==> src/rtl/bsq_pkg.sv <==
package bsq_pkg;

  typedef enum logic [2:0] {
    ST_IDLE = 3'd0,
    ST_T1   = 3'd1,
    ST_T2   = 3'd2,
    ST_T1P  = 3'd3,
    ST_T2P  = 3'd4,
    ST_T2I  = 3'd5
  } bsq_state_e;

  // data states in which ready and next-address are both sampled
  function automatic logic waits_with_na(bsq_state_e s);
    return (s == ST_T2) || (s == ST_T2P);
  endfunction

  // states in which a transfer is in its data phase
  function automatic logic in_data_phase(bsq_state_e s);
    return (s == ST_T2) || (s == ST_T1P) || (s == ST_T2P) || (s == ST_T2I);
  endfunction

endpackage

==> src/rtl/bsq_slot.sv <==
module bsq_slot #(
  parameter int W = 8
) (
  input  logic         clk,
  input  logic         rst_n,
  input  logic         ld,
  input  logic [W-1:0] d,
  output logic [W-1:0] q
);

  always_ff @(posedge clk or negedge rst_n) begin
    if (!rst_n)  q <= '0;
    else if (ld) q <= d;
  end

endmodule

==> src/rtl/bsq_fsm.sv <==
module bsq_fsm
  import bsq_pkg::*;
(
  input  logic       clk,
  input  logic       rst_n,
  input  logic       pend_v,
  input  logic       rdy_n,
  input  logic       na_n,
  output bsq_state_e st_q,
  output logic       take_cur,
  output logic       take_nx,
  output logic       promote,
  output logic       done,
  output logic       ads_n
);

  bsq_state_e nxt;

  always_comb begin
    nxt      = st_q;
    take_cur = 1'b0;
    take_nx  = 1'b0;
    promote  = 1'b0;
    done     = 1'b0;
    unique case (st_q)
      ST_IDLE: begin
        if (pend_v) begin
          take_cur = 1'b1;
          nxt      = ST_T1;
        end
      end
      ST_T1:  nxt = ST_T2;
      ST_T1P: nxt = ST_T2P;
      ST_T2, ST_T2P: begin
        if (!rdy_n) begin
          done = 1'b1;
          if (pend_v) begin
            take_cur = 1'b1;
            nxt      = ST_T1;
          end else begin
            nxt = ST_IDLE;
          end
        end else if (!na_n && pend_v) begin
          take_nx = 1'b1;
          nxt     = ST_T2I;
        end
      end
      ST_T2I: begin
        if (!rdy_n) begin
          done    = 1'b1;
          promote = 1'b1;
          nxt     = ST_T1P;
        end
      end
      default: nxt = ST_IDLE;
    endcase
  end

  always_ff @(posedge clk or negedge rst_n) begin
    if (!rst_n) begin
      st_q  <= ST_IDLE;
      ads_n <= 1'b1;
    end else begin
      st_q  <= nxt;
      ads_n <= !((nxt == ST_T1) || ((nxt == ST_T2I) && (st_q != ST_T2I)));
    end
  end

endmodule

==> src/rtl/bus_cycle_seq.sv <==
module bus_cycle_seq
  import bsq_pkg::*;
#(
  parameter  int ADDR_W = 24,
  parameter  int DATA_W = 16,
  localparam int AW     = ADDR_W - 1,
  localparam int BE_W   = DATA_W / 8
) (
  input  logic              clk,
  input  logic              rst_n,
  input  logic              req_valid,
  output logic              req_ready,
  input  logic [AW-1:0]     req_addr,
  input  logic [BE_W-1:0]   req_be,
  input  logic              req_we,
  input  logic              req_dc,
  input  logic              req_mio,
  input  logic              req_lock,
  input  logic [DATA_W-1:0] req_wdata,
  output logic              rsp_valid,
  output logic [DATA_W-1:0] rsp_data,
  output logic [AW-1:0]     bus_addr,
  output logic [BE_W-1:0]   bus_be_n,
  output logic              bus_wr,
  output logic              bus_dc,
  output logic              bus_mio,
  output logic              bus_lock_n,
  output logic              bus_ads_n,
  output logic [DATA_W-1:0] bus_dout,
  output logic              bus_doe,
  input  logic [DATA_W-1:0] bus_din,
  input  logic              rdy_n,
  input  logic              na_n
);

  // slot layout, low to high: write data, lock, mio, dc, we, byte enables, address
  localparam int OFS_LK = DATA_W;
  localparam int OFS_MI = DATA_W + 1;
  localparam int OFS_DC = DATA_W + 2;
  localparam int OFS_WE = DATA_W + 3;
  localparam int OFS_BE = DATA_W + 4;
  localparam int OFS_AD = OFS_BE + BE_W;
  localparam int SLOT_W = OFS_AD + AW;

  logic [SLOT_W-1:0] req_pk, pend_q, nx_q, cur_q, cur_d, show;
  logic              pend_v, accept;
  logic              take_cur, take_nx, promote, done, ads_q, active;
  bsq_state_e        state_q;

  assign req_pk    = {req_addr, req_be, req_we, req_dc, req_mio, req_lock, req_wdata};
  assign req_ready = !pend_v;
  assign accept    = req_valid && req_ready;

  always_ff @(posedge clk or negedge rst_n) begin
    if (!rst_n)                    pend_v <= 1'b0;
    else if (accept)               pend_v <= 1'b1;
    else if (take_cur || take_nx)  pend_v <= 1'b0;
  end

  bsq_slot #(.W(SLOT_W)) i_pend (
    .clk(clk), .rst_n(rst_n), .ld(accept), .d(req_pk), .q(pend_q)
  );

  bsq_slot #(.W(SLOT_W)) i_next (
    .clk(clk), .rst_n(rst_n), .ld(take_nx), .d(pend_q), .q(nx_q)
  );

  assign cur_d = take_cur ? pend_q : nx_q;

  bsq_slot #(.W(SLOT_W)) i_cur (
    .clk(clk), .rst_n(rst_n), .ld(take_cur || promote), .d(cur_d), .q(cur_q)
  );

  bsq_fsm i_fsm (
    .clk(clk), .rst_n(rst_n), .pend_v(pend_v), .rdy_n(rdy_n), .na_n(na_n),
    .st_q(state_q), .take_cur(take_cur), .take_nx(take_nx),
    .promote(promote), .done(done), .ads_n(ads_q)
  );

  // completion: capture on the ready edge, pulse one clock
  always_ff @(posedge clk or negedge rst_n) begin
    if (!rst_n) begin
      rsp_valid <= 1'b0;
      rsp_data  <= '0;
    end else begin
      rsp_valid <= done;
      if (done) rsp_data <= bus_din;
    end
  end

  // bus drive: in T2I the early-issued transfer owns the address pins
  assign active     = (state_q != ST_IDLE);
  assign show       = (state_q == ST_T2I) ? nx_q : cur_q;
  assign bus_addr   = show[OFS_AD +: AW];
  assign bus_be_n   = active ? ~show[OFS_BE +: BE_W] : '1;
  assign bus_wr     = active && show[OFS_WE];
  assign bus_dc     = active && show[OFS_DC];
  assign bus_mio    = active && show[OFS_MI];
  assign bus_lock_n = !(active && show[OFS_LK]);
  assign bus_ads_n  = ads_q;
  assign bus_dout   = cur_q[DATA_W-1:0];
  assign bus_doe    = cur_q[OFS_WE] && in_data_phase(state_q);

endmodule

==> config.mk <==
export PLATFORM = sky130hd
export DESIGN_NAME = bus_cycle_seq
export DESIGN_NICKNAME = d
export VERILOG_FILES = /design/src/rtl/bsq_pkg.sv /design/src/rtl/bsq_slot.sv /design/src/rtl/bsq_fsm.sv /design/src/rtl/bus_cycle_seq.sv
export SDC_FILE = /design/constraint.sdc
export NUM_CORES = 1
export LEC_CHECK = 0
export BUFFER_PORTS_ARGS = -buffer_cell sky130_fd_sc_hd__buf_2
export CORE_UTILIZATION = 60
export CTS_CLUSTER_SIZE = 16
export DETAILED_ROUTE_END_ITERATION = 6
export PLACE_DENSITY = 0.87
export SLEW_MARGIN = 20
export SYNTH_ARGS = -nofsm -noshare
export SYNTH_HDL_FRONTEND = slang
export SYNTH_SLANG_ARGS = --single-unit
==> constraint.sdc <==
create_clock -name clk -period 4.2 [get_ports clk]
set_clock_uncertainty 0.2 [all_clocks]
set_input_delay 0 -clock clk [delete_from_list [all_inputs] [get_ports clk]]
set_output_delay 0 -clock clk [all_outputs]
set_load 0.02 [all_outputs]
==> results of run 1 <==
worst max-delay path, stage by stage, from the launching register on:
cell and delay [ps]:
dfrtp_1 550, nor2b_1 560, nand2_1 770, mux2_2 540, buf_2 160
synthesized netlist by cell type (2+ instances only):
library cell	count	share of area [%]
dfrtp_1	156	53
mux2_2	139	21
mux2_4	80	16
buf_4	17	1.7
buf_2	11	0.75
buf_6	10	1.5
a22o_1	9	1.1
nand2_1	5	0.25
buf_8	4	0.81
a21oi_1	3	0.20
a22oi_1	3	0.31
nor2b_1	3	0.25
clkbuf_1	2	0.10
inv_1	2	0.10
o21ai_0	2	0.14
logic make-up (layout without fill, tap and decap cells):
group / count (synthesis) / after routing / synth area share, %
buf+inv: 46 / 236 / 5.02
compound gates: 25 / 25 / 2.68
xor+xnor: 1 / 1 / 0.119
simple gates: 16 / 16 / 1.29
mux: 220 / 220 / 37.6
flops: 157 / 157 / 53.3
what timing repair did:
item	CTS	global route
setup endpoints to repair	0	0
endpoints found under the hold margin	148	0
hold buffers	66	0
final timing paths:
path                           endpoint  slack (ps)  depth (start not counted)
max in group asynchronous   i_pend.q[4]        2700                          3
min in group clk           i_pend.q[34]          30                          3
hold / removal              i_cur.q[26]         -30                          2
setup reg to reg             i_cur.q[1]        1500                          3
hold reg to reg             rsp_data[6]         300                          1
setup / recovery            bus_addr[3]         990                          4
routing by layer:
layer / wire (um) / vias up
met5: 0 / -
met4: 201 / 0
li1: - / 2021
met2: 8130 / 88
met1: 6290 / 2266
met3: 593 / 19
metrics by stage:
stage	setup slack (ps)	area (um^2)	util [%]	hold WS (ps)
4_1_cts	975	9190	76.5	10.2
5_1_grt	731	9190	76.5	46.0
3_3_place_gp	1580	7930	66.0	-114
2_1_floorplan	2360	7380	-	-496
6_report	987	9190	76.5	-26.8
3_5_place_dp	1450	7930	66.0	-101
flip-flops by register name, summed over array words and instances (netlist names):
register and flops:
rsp_data 16, i_fsm.ads_n 1, i_fsm.st_q 3, rsp_valid 1, i_cur.q 45, i_pend.q 45, i_next.q 45, pend_v 1
power by group through the flow:
| stage | logic, mW | clock network [mW] | registers, mW |
|---|---|---|---|
| 2_1_floorplan | 2.57 | 0 | 2.77 |
| 3_3_place_gp | 3.03 | 0 | 2.79 |
| 3_5_place_dp | 3.13 | 0 | 2.86 |
| 4_1_cts | 3.21 | 1.57 | 2.85 |
| 5_1_grt | 3.42 | 1.63 | 2.97 |
| 6_report | 3.21 | 1.55 | 2.86 |
final cells by class:
class,count,share of cell area (%)
clock inverter,10,1.21
multi-input combinational,262,33.6
timing repair buffer,202,15.0
tap,147,2.00
sequential,157,42.8
clock buffer,22,5.38
inverter,2,0.0817
==> results.md, run 1 <==
- CP Data Required Time: 4000 ps
- Setup TNS after final layout: 0 ps
- Maximum net fanout on the critical path: 24
- Number of antenna diodes: 0
- Initial Utilization: about 61%
- CTS tree: built
- Net Sw Frac: 33.2%
- Most common cell after layout, fill and taps aside: dfrtp_1
- Psw: 2.53 mW
- Largest buffer count on any clock path: 2
- Port bufs: 130
- Final nets: 708
- Clock buffer count from CTS: 17
- Final count of negative-setup-slack endpoints: 0
- Clock Sinks: about 160
- Arrival time of the worst setup path: 3010 ps
- Initial drt markers: 229
- Y dimension of the die: around 110 um
- Total leakage power: ~4.3 nW
- Tcrit/Tclk final: 76.5%
- Element type at the critical path start: register
- Routed via count divided by cell count: 5.48
- Inst Count DP: 704
- Total global routing overflow: 0
- Layout cell share with drive strength beyond 1: 60.0%
- Tot Pwr: about 7.6 mW
- Pin count of the biggest net entering global routing: 85
- Combinational share of power: 42.1%
- Critical path launch point: i_fsm.st_q[2]
- Most used cells in the layout excluding fill and tap cells: dfrtp_1 (156), mux2_2 (139), buf_2 (129), mux2_4 (80), dlygate4sd3_1 (66)
- Met2 routing resource usage after global routing: 46.6%
- Max transition margin: 30.0%
- Fin. max-slew vios: 0
- Final worst hold slack: -26.8 ps
- Area enclosed by the die boundary: 0.0127 mm^2
- Critical R2R Launch: i_fsm.st_q[0]
- Number of distinct standard cells referenced by the synthesized netlist: 34
- Post-synthesis net count: 531
- RePlAce Congestion: 0.804
- Clock slew seen by the registers of the worst setup and hold paths: 60 ps
- Worst hold path type: in2async
- Area taken by multi-input logic gates: 0.00309 mm^2
- Max-Cap Viols: 0
- Area of the mapped netlist: around 0.0074 mm^2
- Routed wire per std cell: 19.0 um
- Crit end category: primary output
- Post-CTS Repair Setup Buffers: 0
- Number of antenna violations at the first check in global routing: 0
- Number of remaining DRC errors: 0
- Number of synthesized flops with an enable pin: 0
- CTS H-Tree Depth: 4
- Count of synthesis-stage warnings from yosys: 0
- Peak supply drop: 0.491 mV
- CTS Root Cell: clkbuf_16
- #FFs+latches synth: ~160
- Fmax: 0.311 GHz
- RSZ-0062 raised after global routing: no
- GR Layer Usage met3: 7.87%
- Violations in the final reports: negative hold slack
- Async set or reset register ratio after synthesis: between 90% and 100%
- Source-to-sink clock delay at the later pin of the worst-skew pair: 420 ps
- Final HPWL DP: 8.65 mm
- Num ports: 131
- Quantity of gates resized following cts: 0
- Post-synth top flop: dfrtp_1
- Area of the placeable core: 0.0120 mm^2
- Met1 Use GR: 30.2%
- Layout Cells excl Fill: 802
- Slew at the pin with the worst max-slew slack: 1050 ps
- Clock period minus worst slack: 3210 ps
- GRT Max-Usage Layer: met2
- Result of the run: complete, but fails checks
- Mapped Cells: approximately 470
- Via total after detailed routing: 4,394
- Fraction of power consumed by sequential logic: 37.6%
- Clock network fraction of total power: 20.3%
- Aggregate global-route resource usage: 26.1%
- Area delta synth->final: 24.6%
- Wire length of the first global-routing pass: about 25 mm
- Cell Pwr Density: 829 mW/mm^2
- Residual antenna-violating net count after detailed routing: 0
- Die width: about 110 um
- Final hold violation count: 15
- Rows: 40
- Internal power summed over all cells: 5.09 mW
- Synthesized area per cell: 15.9 um^2
- Kind of critical path: reg2out
- Sequential share of the synthesized area: 53.3%
- Number of fill cells in the layout: about 740
- 1st-pass router iterations: 4
- Vias in the first global route: 4,896
- Total detailed-routing wirelength: between 15 and 20 mm
- Footprint of the flip-flops and latches: 0.00393 mm^2
Note: power is estimated with default switching activity, not from simulation.
==> inputs of run 2 (changes only) <==
--- a/config.mk
+++ b/config.mk
@@ -6,10 +6,10 @@
 export NUM_CORES = 1
 export LEC_CHECK = 0
 export BUFFER_PORTS_ARGS = -buffer_cell sky130_fd_sc_hd__buf_2
-export CORE_UTILIZATION = 60
+export CORE_UTILIZATION = 51
 export CTS_CLUSTER_SIZE = 16
 export DETAILED_ROUTE_END_ITERATION = 6
-export PLACE_DENSITY = 0.87
+export PLACE_DENSITY = 0.79
 export SLEW_MARGIN = 20
 export SYNTH_ARGS = -nofsm -noshare
 export SYNTH_HDL_FRONTEND = slang
==> constraint.sdc (replaced) <==
create_clock -name clk -period 2.8 [get_ports clk]
set_clock_uncertainty 0.2 [all_clocks]
set_input_delay 0 -clock clk [delete_from_list [all_inputs] [get_ports clk]]
set_output_delay 0 -clock clk [all_outputs]
set_load 0.02 [all_outputs]
==> results.md, run 2 (synthesis results as in run 1) <==
- Area delta synth->final: 27.9% (was 24.6%)
- Number of remaining DRC errors: 0 (unchanged)
- Total detailed-routing wirelength: 15.2 mm (about the same)
- Tot Pwr: 11.7 mW (was 7.62 mW)
- Result of the run: complete, but fails checks (unchanged)
- CTS H-Tree Depth: 4 (unchanged)
- Net Sw Frac: 32.5% (was 33.2%)
- Number of antenna diodes: 0 (unchanged)
- Total global routing overflow: 0 (unchanged)
- Initial drt markers: 275 (was 229)
- Number of fill cells in the layout: 999 (was 737)
- Residual antenna-violating net count after detailed routing: 0 (unchanged)
- Combinational share of power: 42.3% (was 42.1%)
- Violations in the final reports: negative hold slack (unchanged)
- Source-to-sink clock delay at the later pin of the worst-skew pair: 430 ps (was 420 ps)
- Final worst hold slack: -7.02 ps (was -26.8 ps)
- Routed via count divided by cell count: 5.24 (was 5.48)
- Routed length on met2: 8.02 mm (was 8.13 mm)
- Pin count of the biggest net entering global routing: 84 (was 85)
- Element type at the critical path start: register (unchanged)
- Length of routed met3 wiring: 564 um (was 593 um)
- RePlAce Congestion: 0.790 (was 0.804)
- Fin. max-slew vios: 0 (unchanged)
- Via total after detailed routing: 4,434 (was 4,394)
- Clock buffer count from CTS: 17 (unchanged)
- Final hold violation count: 2 (was 15)
- Top Registers: i_cur.q (45), i_next.q (45), i_pend.q (45) (unchanged)
- Arrival time of the worst setup path: 2290 ps (was 3010 ps)
- Area enclosed by the die boundary: 0.0150 mm^2 (was 0.0127 mm^2)
- Y dimension of the die: 122 um (was 113 um)
- Met1 wire length: 6.27 mm (was 6.29 mm)
- Port bufs: 130 (unchanged)
- Rows: 43 (was 40)
- Crit end category: primary output (unchanged)
- End-of-flow core utilization: 67.5% (was 76.5%)
- Clock network fraction of total power: 21.5% (was 20.3%)
- Worst hold path type: in2async (unchanged)
- Fraction of power consumed by sequential logic: 36.2% (was 37.6%)
- CP Data Required Time: 2600 ps (was 4000 ps)
- Area of the placeable core: 0.0140 mm^2 (was 0.0120 mm^2)
- Peak supply drop: 0.590 mV (was 0.491 mV)
- CTS Root Cell: clkbuf_16 (unchanged)
- Post-CTS Repair Setup Buffers: 0 (unchanged)
- RSZ-0062 raised after global routing: no (unchanged)
- Internal power summed over all cells: 7.93 mW (was 5.09 mW)
- Clock period minus worst slack: about 2500 ps
- Routed wire per std cell: 17.9 um (was 19.0 um)
- Max transition margin: 48.4% (was 30.0%)
- Tcrit/Tclk final: 89.0%
- Kind of critical path: reg2out (unchanged)
- Total leakage power: 4.42 nW (was 4.33 nW)
- Die width: 122 um (was 113 um)
- Most used cells in the layout excluding fill and tap cells: dfrtp_1 (156), mux2_2 (139), buf_2 (129), mux2_4 (80), dlygate4sd3_1 (74) (was dfrtp_1 (156), mux2_2 (139), buf_2 (129), mux2_4 (80), dlygate4sd3_1 (66))
- Largest buffer count on any clock path: 2 (unchanged)
- Fmax: 0.401 GHz
- Maximum net fanout on the critical path: 24 (unchanged)
- Number of antenna violations at the first check in global routing: 0 (unchanged)
- Wire length of the first global-routing pass: 24.4 mm (was 25.1 mm)
- Initial Utilization: 52.7% (was 61.4%)
- Final count of negative-setup-slack endpoints: 0 (unchanged)
- Num ports: 131 (unchanged)
- 1st-pass router iterations: 4 (unchanged)
- Final nets: 720 (was 708)
- Setup TNS after final layout: 0 ps (unchanged)
- Clock slew seen by the registers of the worst setup and hold paths: 60 ps (about the same)
- Vias in the first global route: 4,828 (was 4,896)
- Most common cell after layout, fill and taps aside: dfrtp_1 (unchanged)
- Clock Sinks: 157 (unchanged)
- Max Used Layer: met4 (unchanged)
- Max-Cap Viols: 0 (unchanged)
- Psw: 3.82 mW (was 2.53 mW)
- Layout cell share with drive strength beyond 1: 59.6% (was 60.0%)
- Aggregate global-route resource usage: 21.9% (was 26.1%)
- Cell Pwr Density: 1240 mW/mm^2 (was 829 mW/mm^2)
- Final HPWL DP: 9.32 mm (was 8.65 mm)
- CTS tree: built (unchanged)
- Slew at the pin with the worst max-slew slack: 774 ps (was 1050 ps)
run 2: per-layer routing:
metal  GRT usage [%]  up-vias
met5               0        -
met4            8.23        0
met3            5.62       25
met2            38.1       90
met1            25.8     2286
li1                -     2033
run 2: final cells by class:
class                   count  area, um^2  area share [%]
flip-flops and latches    157        3930            41.6
inverters                   2        7.51          0.0795
clock inverters             9         156            1.66
multi-input cells         262        3090            32.8
repair buffers            214        1540            16.3
well taps                 180         225            2.39
clock buffers              22         494            5.24
run 2: worst paths after layout:
kind	startpoint	end	slack, ps	cells past startpoint
setup / recovery	i_fsm.st_q[2]	bus_addr[2]	310	5
hold / removal	rst_n	rsp_data[9]	-7	2
setup reg to reg	i_fsm.st_q[0]	i_cur.q[0]	460	4
hold reg to reg	i_next.q[2]	i_next.q[2]	310	1
max in group asynchronous	rst_n	i_cur.q[12]	1570	3
min in group clk	req_valid	i_pend.q[17]	120	4
run 2: power by group through the flow:
stage	clock [mW]	sequential [mW]	combinational (mW)
6_report	2.52	4.25	4.97
5_1_grt	2.66	4.41	5.30
4_1_cts	2.57	4.25	5.00
3_5_place_dp	0	4.28	4.78
3_3_place_gp	0	4.17	4.64
2_1_floorplan	0	4.15	3.86
run 2: what timing repair did:
item,4_1_cts,5_1_grt
setup endpoints to repair,0,15
hold buffers,74,0
resized for setup,0,1
hold endpoints to repair,213,0
run 2: per-stage QoR:
stage,setup slack [ps],instance area (um^2),instances
5_1_grt,184,9440,846
2_1_floorplan,959,7380,465
6_report,309,9440,846
3_3_place_gp,533,8050,741
3_5_place_dp,386,8050,741
4_1_cts,131,9440,846
run 2: worst max-delay path, stage by stage, from the launching register on:
cell and delay (ps):
dfrtp_1 550, nor2b_2 450, nand2_1 90, buf_4 260, mux2_2 330, buf_2 160
